==> config.mk <==
export PLATFORM = sky130hd
export DESIGN_NAME = imp_cal_seq
export DESIGN_NICKNAME = d
export VERILOG_FILES = /design/src/rtl/imp_cal_pkg.sv /design/src/rtl/imp_cal_vote.sv /design/src/rtl/imp_cal_sar.sv /design/src/rtl/imp_cal_hold.sv /design/src/rtl/imp_cal_ctrl.sv /design/src/rtl/imp_cal_seq.sv
export SDC_FILE = /design/constraint.sdc
export NUM_CORES = 1
export LEC_CHECK = 0
export ABC_CLOCK_PERIOD_IN_PS = 2700
export BUFFER_PORTS_ARGS = -buffer_cell sky130_fd_sc_hd__buf_4
export CAP_MARGIN = 20
export CORE_MARGIN = 4
export CORE_UTILIZATION = 58
export DETAILED_ROUTE_END_ITERATION = 8
export PLACE_DENSITY = 0.87
export SYNTH_ARGS = -nofsm -noshare
export SYNTH_HDL_FRONTEND = slang
export SYNTH_SLANG_ARGS = --single-unit
==> constraint.sdc <==
create_clock -name clk -period 2.7 [get_ports clk]
set_input_delay 0.135 -clock clk [delete_from_list [all_inputs] [get_ports clk]]
set_output_delay 0.135 -clock clk [all_outputs]
set_load 0.02 [all_outputs]
==> src/rtl/imp_cal_pkg.sv <==
package imp_cal_pkg;

  typedef enum logic [1:0] {
    ST_IDLE   = 2'd0,
    ST_SETTLE = 2'd1,
    ST_SAMPLE = 2'd2
  } cal_state_e;

  typedef enum logic {
    STEP_UP = 1'b0,
    STEP_DN = 1'b1
  } trim_step_e;

  // True when more than half of the samples voted one.
  function automatic logic majority(input int ones, input int total);
    return (ones * 2) > total;
  endfunction

  // Cycle allowance for a run of the given kind.
  function automatic int budget_cycles(input logic long_run, input logic first_run,
                                       input int init_lim, input int oper_lim,
                                       input int short_lim);
    if (!long_run) return short_lim;
    return first_run ? init_lim : oper_lim;
  endfunction

endpackage

==> src/rtl/imp_cal_vote.sv <==
module imp_cal_vote
  import imp_cal_pkg::*;
#(
  parameter int VOTES = 3
) (
  input  logic clk,
  input  logic rst_n,
  input  logic clr_i,
  input  logic smp_i,
  input  logic cmp_i,
  output logic decide_o,
  output logic vote_o
);
  localparam int HIST_W = VOTES - 1;
  localparam int CNT_W  = $clog2(VOTES + 1);

  logic [HIST_W-1:0] hist;
  logic [CNT_W-1:0]  cnt;
  logic [VOTES-1:0]  window;

  assign window   = {hist, cmp_i};
  assign vote_o   = majority($countones(window), VOTES);
  assign decide_o = smp_i && (cnt == CNT_W'(VOTES - 1));

  always_ff @(posedge clk or negedge rst_n) begin
    if (!rst_n) begin
      hist <= '0;
      cnt  <= '0;
    end else if (clr_i) begin
      cnt <= '0;
    end else if (smp_i) begin
      hist <= window[HIST_W-1:0];
      cnt  <= cnt + 1'b1;
    end
  end
endmodule

==> src/rtl/imp_cal_sar.sv <==
module imp_cal_sar
  import imp_cal_pkg::*;
#(
  parameter int CODE_W = 5
) (
  input  logic              clk,
  input  logic              rst_n,
  input  logic              load_i,
  input  logic              long_i,
  input  logic [CODE_W-1:0] seed_i,
  input  logic              decide_i,
  input  logic              vote_i,
  output logic [CODE_W-1:0] trial_o,
  output logic              fin_o,
  output logic [CODE_W-1:0] res_o
);
  localparam int IDX_W = (CODE_W > 1) ? $clog2(CODE_W) : 1;
  localparam logic [IDX_W-1:0]  MSB_IDX  = IDX_W'(CODE_W - 1);
  localparam logic [CODE_W-1:0] CODE_MAX = '1;

  function automatic logic [CODE_W-1:0] step_up(input logic [CODE_W-1:0] c);
    return (c == CODE_MAX) ? c : c + 1'b1;
  endfunction

  function automatic logic [CODE_W-1:0] step_down(input logic [CODE_W-1:0] c);
    return (c == '0) ? c : c - 1'b1;
  endfunction

  logic [CODE_W-1:0] work, work_n, bit_mask;
  logic [IDX_W-1:0]  bit_idx;
  trim_step_e        step;
  logic              fin;

  assign bit_mask = CODE_W'(1) << bit_idx;
  assign trial_o  = long_i ? (work | bit_mask)
                           : ((step == STEP_UP) ? step_up(work) : work);

  always_comb begin
    work_n = work;
    fin    = 1'b0;
    if (decide_i) begin
      if (long_i) begin
        if (vote_i) work_n = work | bit_mask;
        fin = (bit_idx == '0);
      end else if (step == STEP_UP) begin
        if (vote_i) begin
          work_n = step_up(work);
          fin    = 1'b1;
        end
      end else begin
        fin = 1'b1;
        if (!vote_i) work_n = step_down(work);
      end
    end
  end

  assign fin_o = fin;
  assign res_o = work_n;

  always_ff @(posedge clk or negedge rst_n) begin
    if (!rst_n) begin
      work    <= '0;
      bit_idx <= MSB_IDX;
      step    <= STEP_UP;
    end else if (load_i) begin
      work    <= long_i ? '0 : seed_i;
      bit_idx <= MSB_IDX;
      step    <= (!long_i && seed_i == CODE_MAX) ? STEP_DN : STEP_UP;
    end else if (decide_i) begin
      work <= work_n;
      if (long_i && bit_idx != '0) bit_idx <= bit_idx - 1'b1;
      if (!long_i && step == STEP_UP && !vote_i) step <= STEP_DN;
    end
  end
endmodule

==> src/rtl/imp_cal_hold.sv <==
module imp_cal_hold #(
  parameter int CODE_W   = 5,
  parameter int RST_CODE = 16
) (
  input  logic              clk,
  input  logic              rst_n,
  input  logic              pu_fin_i,
  input  logic              pd_fin_i,
  input  logic [CODE_W-1:0] res_i,
  output logic [CODE_W-1:0] pu_code_o,
  output logic [CODE_W-1:0] pd_code_o
);
  localparam logic [CODE_W-1:0] INIT = CODE_W'(RST_CODE);

  logic [CODE_W-1:0] pu_stage;

  always_ff @(posedge clk or negedge rst_n) begin
    if (!rst_n) begin
      pu_stage  <= INIT;
      pu_code_o <= INIT;
      pd_code_o <= INIT;
    end else begin
      if (pu_fin_i) pu_stage <= res_i;
      if (pd_fin_i) begin
        pu_code_o <= pu_stage;
        pd_code_o <= res_i;
      end
    end
  end
endmodule

==> src/rtl/imp_cal_ctrl.sv <==
module imp_cal_ctrl
  import imp_cal_pkg::*;
(
  input  logic clk,
  input  logic rst_n,
  input  logic start_i,
  input  logic mode_i,
  input  logic decide_i,
  input  logic fin_i,
  output logic settle_o,
  output logic smp_o,
  output logic load_o,
  output logic load_pd_o,
  output logic long_sel_o,
  output logic run_long_o,
  output logic phase_o,
  output logic pu_fin_o,
  output logic pd_fin_o,
  output logic busy_o,
  output logic done_o,
  output logic first_o
);
  cal_state_e state;
  logic       phase, run_long, calibrated, accept;

  assign accept     = (state == ST_IDLE) && start_i;
  assign settle_o   = (state == ST_SETTLE);
  assign smp_o      = (state == ST_SAMPLE);
  assign pu_fin_o   = smp_o && decide_i && fin_i && !phase;
  assign pd_fin_o   = smp_o && decide_i && fin_i && phase;
  assign load_o     = accept || pu_fin_o;
  assign load_pd_o  = smp_o;
  assign long_sel_o = (state == ST_IDLE) ? mode_i : run_long;
  assign run_long_o = run_long;
  assign phase_o    = phase;
  assign busy_o     = (state != ST_IDLE);
  assign first_o    = !calibrated;

  always_ff @(posedge clk or negedge rst_n) begin
    if (!rst_n) begin
      state      <= ST_IDLE;
      phase      <= 1'b0;
      run_long   <= 1'b0;
      calibrated <= 1'b0;
      done_o     <= 1'b0;
    end else begin
      done_o <= pd_fin_o;
      if (pd_fin_o) calibrated <= 1'b1;
      unique case (state)
        ST_IDLE: if (start_i) begin
          state    <= ST_SETTLE;
          phase    <= 1'b0;
          run_long <= mode_i;
        end
        ST_SETTLE: state <= ST_SAMPLE;
        ST_SAMPLE: if (decide_i) begin
          if (pd_fin_o) begin
            state <= ST_IDLE;
            phase <= 1'b0;
          end else begin
            state <= ST_SETTLE;
            if (pu_fin_o) phase <= 1'b1;
          end
        end
        default: state <= ST_IDLE;
      endcase
    end
  end
endmodule

==> src/rtl/imp_cal_seq.sv <==
module imp_cal_seq #(
  parameter int CODE_W        = 5,
  parameter int VOTES         = 3,
  parameter int RST_CODE      = 16,
  parameter int LONG_INIT_CYC = 512,
  parameter int LONG_OPER_CYC = 256,
  parameter int SHORT_CYC     = 64
) (
  input  logic              clk,
  input  logic              rst_n,
  input  logic              start_i,
  input  logic              long_i,
  input  logic              cmp_i,
  output logic [CODE_W-1:0] trial_code_o,
  output logic              trial_pd_o,
  output logic [CODE_W-1:0] pu_code_o,
  output logic [CODE_W-1:0] pd_code_o,
  output logic              busy_o,
  output logic              done_o
);
  logic settle, smp, load, load_pd, long_sel, run_long, phase;
  logic pu_fin, pd_fin, first_run, decide, vote, fin;
  logic [CODE_W-1:0] seed, trial, res;

  imp_cal_ctrl u_ctrl (
    .clk       (clk),
    .rst_n     (rst_n),
    .start_i   (start_i),
    .mode_i    (long_i),
    .decide_i  (decide),
    .fin_i     (fin),
    .settle_o  (settle),
    .smp_o     (smp),
    .load_o    (load),
    .load_pd_o (load_pd),
    .long_sel_o(long_sel),
    .run_long_o(run_long),
    .phase_o   (phase),
    .pu_fin_o  (pu_fin),
    .pd_fin_o  (pd_fin),
    .busy_o    (busy_o),
    .done_o    (done_o),
    .first_o   (first_run)
  );

  imp_cal_vote #(.VOTES(VOTES)) u_vote (
    .clk     (clk),
    .rst_n   (rst_n),
    .clr_i   (settle),
    .smp_i   (smp),
    .cmp_i   (cmp_i),
    .decide_o(decide),
    .vote_o  (vote)
  );

  assign seed = load_pd ? pd_code_o : pu_code_o;

  imp_cal_sar #(.CODE_W(CODE_W)) u_sar (
    .clk     (clk),
    .rst_n   (rst_n),
    .load_i  (load),
    .long_i  (long_sel),
    .seed_i  (seed),
    .decide_i(decide),
    .vote_i  (vote),
    .trial_o (trial),
    .fin_o   (fin),
    .res_o   (res)
  );

  imp_cal_hold #(.CODE_W(CODE_W), .RST_CODE(RST_CODE)) u_hold (
    .clk      (clk),
    .rst_n    (rst_n),
    .pu_fin_i (pu_fin),
    .pd_fin_i (pd_fin),
    .res_i    (res),
    .pu_code_o(pu_code_o),
    .pd_code_o(pd_code_o)
  );

  assign trial_code_o = busy_o ? trial : '0;
  assign trial_pd_o   = phase;
endmodule

==> summary.txt <==
Logic synthesis
  • Synth warn: 0
  • Yosys cell types: 47
  • Cells after synthesis: ~220
  • Post-synth EDFFs: 0
  • FF+latch count, synth: 33
  • Synth area leader: dfrtp_1
  • Post-synthesis cell area: 2140 µm²
  • Syn Nets: approximately 240
  • Synthesized area per cell: 9.78 µm²
  • Synth area leaders: dfrtp_1, mux2_2, ha_1, dfstp_2, a21oi_1
  • Share of the synthesized area in the top cell type: around a third
  • Most used DFF post-synth: dfrtp_1
  • Register area share after synthesis: about two fifths
  • Share of flip-flops with an asynchronous set or reset: 100%

Critical path
  • Top delay family on crit path: multiplexers
  • R2r startpoint: u_ctrl.state[0]
  • Crit-path slowest cell: a211oi_1
  • Most used cell, CP: inv_1
  • CP Data Required Time: 2880 ps
  • Critical R2R Capture: u_hold.pd_code_o[1]
  • CP Launch Type: register
  • Crit path largest cell delay: 420 ps
  • R2r worst-path depth: 7
  • Cell Chain, Critical Path: inv_1 > ha_2 > mux2_4 > a211oi_1 > nand2_2 > inv_1 > mux2_2
  • Crit Path Category: reg -> reg
  • R2R Setup Slk: 180 ps
  • Worst path bufs/invs: 2
  • CP Max Fanout: 9
  • Crit. End Element: register
  • Worst EP arrival: 2700 ps

STA
  • Slew at the pin closest to its max-slew limit: 483 ps
  • Slew Limit Headroom: roughly 68%
  • Fin Setup TNS: 0 ps
  • Max Clk Rate: 397 MHz
  • Max Slew Vio Count: 0
  • Minimum clock period after layout: between 2000 and 3000 ps
  • Hold Vio Cnt, Final: 0
  • Worst Skew: 5.58 ps
  • Setup violations, final: 0
  • Period Utilization, post-route: ~93%
  • Unrepaired setup endpoints after global routing: no

CTS
  • Sink Count: 33
  • Worst-skew pair later-pin latency: 290 ps
  • Clock transition at the registers of the reported paths: 70 ps
  • CTS tree: yes
  • Bufs on Longest Clock Path: 2
  • Root Buffer: clkbuf_8
  • H-tree depth: 2
  • Number of CTS-inserted buffers: 5

Layout
  • Multi-input gate area: 1210 µm²
  • Layout cells sized above 1: 30.7%
  • Area growth, synth to finish: 18.1%
  • Register area: about 830 µm²
  • Post-route insts no fill: a little under 300
  • Commonest cells after routing, fill and taps aside: buf_4, dfrtp_1, mux2_2, nor2_1, a21oi_1
  • Fillers: between 200 and 250
  • Most common cell after layout, fill and taps aside: buf_4
  • Ant. Diodes: 0
  • Final #Nets: 268

Worst hold path
  • Class of the tightest hold or removal check: in -> reg
  • Hold worst-path end: u_vote.hist[0]
  • WHS Path Cells: 2
  • Hold path start: cmp_i

GRT
  • GRT overflow: 0
  • Tot GR Track Use: approximately a quarter
  • Initial antenna violation count: 0
  • Grt met2 use: 37.9%
  • First-pass GRT wire length: 8.19 mm
  • Largest net degree at the start of global routing: 34
  • Met1 usage: 30.5%
  • Met3 GRT Util: 6.32%
  • Grt peak-use layer: met2
  • Vias in the first global route: 1,700

Die
  • Core Area: 3440 µm²
  • Total die area: approximately 4700 µm²
  • Die X: about 69 µm
  • Ports: 23
  • Die height: 68.8 µm
  • Starting density of the core: between 60% and 70%
  • Row Count: 21

Routing
  • Residual DRC: 0
  • Via Count: 1,784
  • Vias/cell: 6.01
  • Initial drt markers: 160
  • Wire per inst: 16.6 µm
  • DRT Wirelength: ~4.9 mm
  • Router iterations before antenna repair: 5
  • Post-route ant nets: 0

Run
  • Max-cap viol count: 0

Pwr
  • PwrDens: between 1000 and 1500 nW/µm²
  • Peak VDD IR: just under 0.9 mV
  • Pleak: approximately 1.2 nW

Status
  • Status: completed

Placed design
  • HPWL Detailed: between 3 and 4 mm
  • Post-Place Cells: between 200 and 300
  • Port bufs: 22
  • Final GP Congestion: 0.918
==> cell usage after synthesis (2+ instances only) <==
| master | count |
|---|---|
| dfrtp_1 | 29 |
| mux2_2 | 21 |
| nor2_1 | 20 |
| a21oi_1 | 18 |
| ha_1 | 13 |
| inv_1 | 13 |
| o21ai_0 | 13 |
| nand2_1 | 11 |
| clkbuf_1 | 9 |
| mux2i_1 | 8 |
| a211oi_1 | 6 |
| a21o_1 | 4 |
| dfstp_2 | 4 |
| nand3_1 | 3 |
| nor3_1 | 3 |
| o211ai_1 | 3 |
| a31oi_1 | 2 |
| and2_1 | 2 |
| and3_1 | 2 |
| nand2b_1 | 2 |
| nor2b_1 | 2 |
| nor4_1 | 2 |
| o221ai_1 | 2 |
| o31ai_1 | 2 |
| or2_2 | 2 |
| xnor2_1 | 2 |
==> report_power, final <==
part	switching, W	leakage, nW	internal, W
Sequential	0.000133	0.428	0.000626
Clock	0.000195	0.0543	0.000276
Combinational	0.000795	0.709	0.000632
==> stage by stage <==
step / hold WS [ps] / setup slack [ps] / instance area, µm² / power (W) / utilization (%)
finish: 98.5 / 179 / 2530 / 0.00266 / 73.5
global route: 98.1 / 34.9 / 2530 / 0.00285 / 73.5
CTS: 98.7 / 98.9 / 2510 / 0.00261 / 73.0
detailed placement: 97.8 / 154 / 2390 / 0.00213 / 69.4
global placement: 96.4 / 161 / 2390 / 0.00210 / 69.4
floorplan: -161 / 398 / 2140 / 0.00176 / -
==> area by class of cell <==
| cell class | count | share of cell area, % |
|---|---|---|
| multi-input cells | 162 | 47.9 |
| flip-flops and latches | 33 | 32.8 |
| repair buffers | 35 | 10.5 |
| clock buffers | 5 | 2.72 |
| well taps | 46 | 2.27 |
| inverters | 13 | 1.93 |
| clock inverters | 3 | 1.83 |
==> worst max path at each step <==
stage	from	endpoint	slack (ps)	cells after the start
final	u_ctrl.state[0]	u_hold.pd_code_o[1]	180	7
after global routing	u_ctrl.state[1]	trial_code_o[4]	30	8
after CTS	u_ctrl.state[1]	trial_code_o[3]	100	8
after detailed placement	u_ctrl.state[1]	u_hold.pd_code_o[1]	150	7
after global placement	u_ctrl.state[0]	u_sar.work[4]	160	7
after floorplan	u_ctrl.state[0]	u_sar.work[4]	400	8
==> state kept, by name, summed over array words and instances (netlist names) <==
register	cells
u_ctrl.run_long_o	1
u_ctrl.done_o	1
u_ctrl.phase_o	1
u_ctrl.state	2
u_hold.pu_code_o	5
u_sar.work	5
u_vote.cnt	2
u_sar.step	1
u_sar.bit_idx	3
u_vote.hist	2
u_hold.pd_code_o	5
u_hold.pu_stage	5
==> kinds of logic (layout without fill, tap and decap cells) <==
family                     after synthesis  after routing  synth area share [%]
AOI/OAI and AO/OA                       60             60                  18.5
xor gates and xnor gates                 2              2                 0.818
adders and majority gates               13             13                  7.59
buffers and inverters                   24             56                  4.73
DFF                                     33             33                  38.8
muxes                                   31             31                  16.5
and+or+nand+nor                         56             56                  13.0
==> timing repair <==
action / in CTS / in global routing
hold buffers: 1 / 0
hold endpoints to repair: 29 / 0
resized for setup: 0 / 1
setup buffers: 0 / 2
setup endpoints to repair: 0 / 5
==> per-layer routing <==
metal,part of all wire (%),vias to the layer above,wire length (µm)
li1,-,848,-
met1,43,863,2130
met2,49,64,2410
met3,6.0,9,296
met4,2.0,0,99
met5,0,-,0
Note: power is estimated with default switching activity, not from simulation.
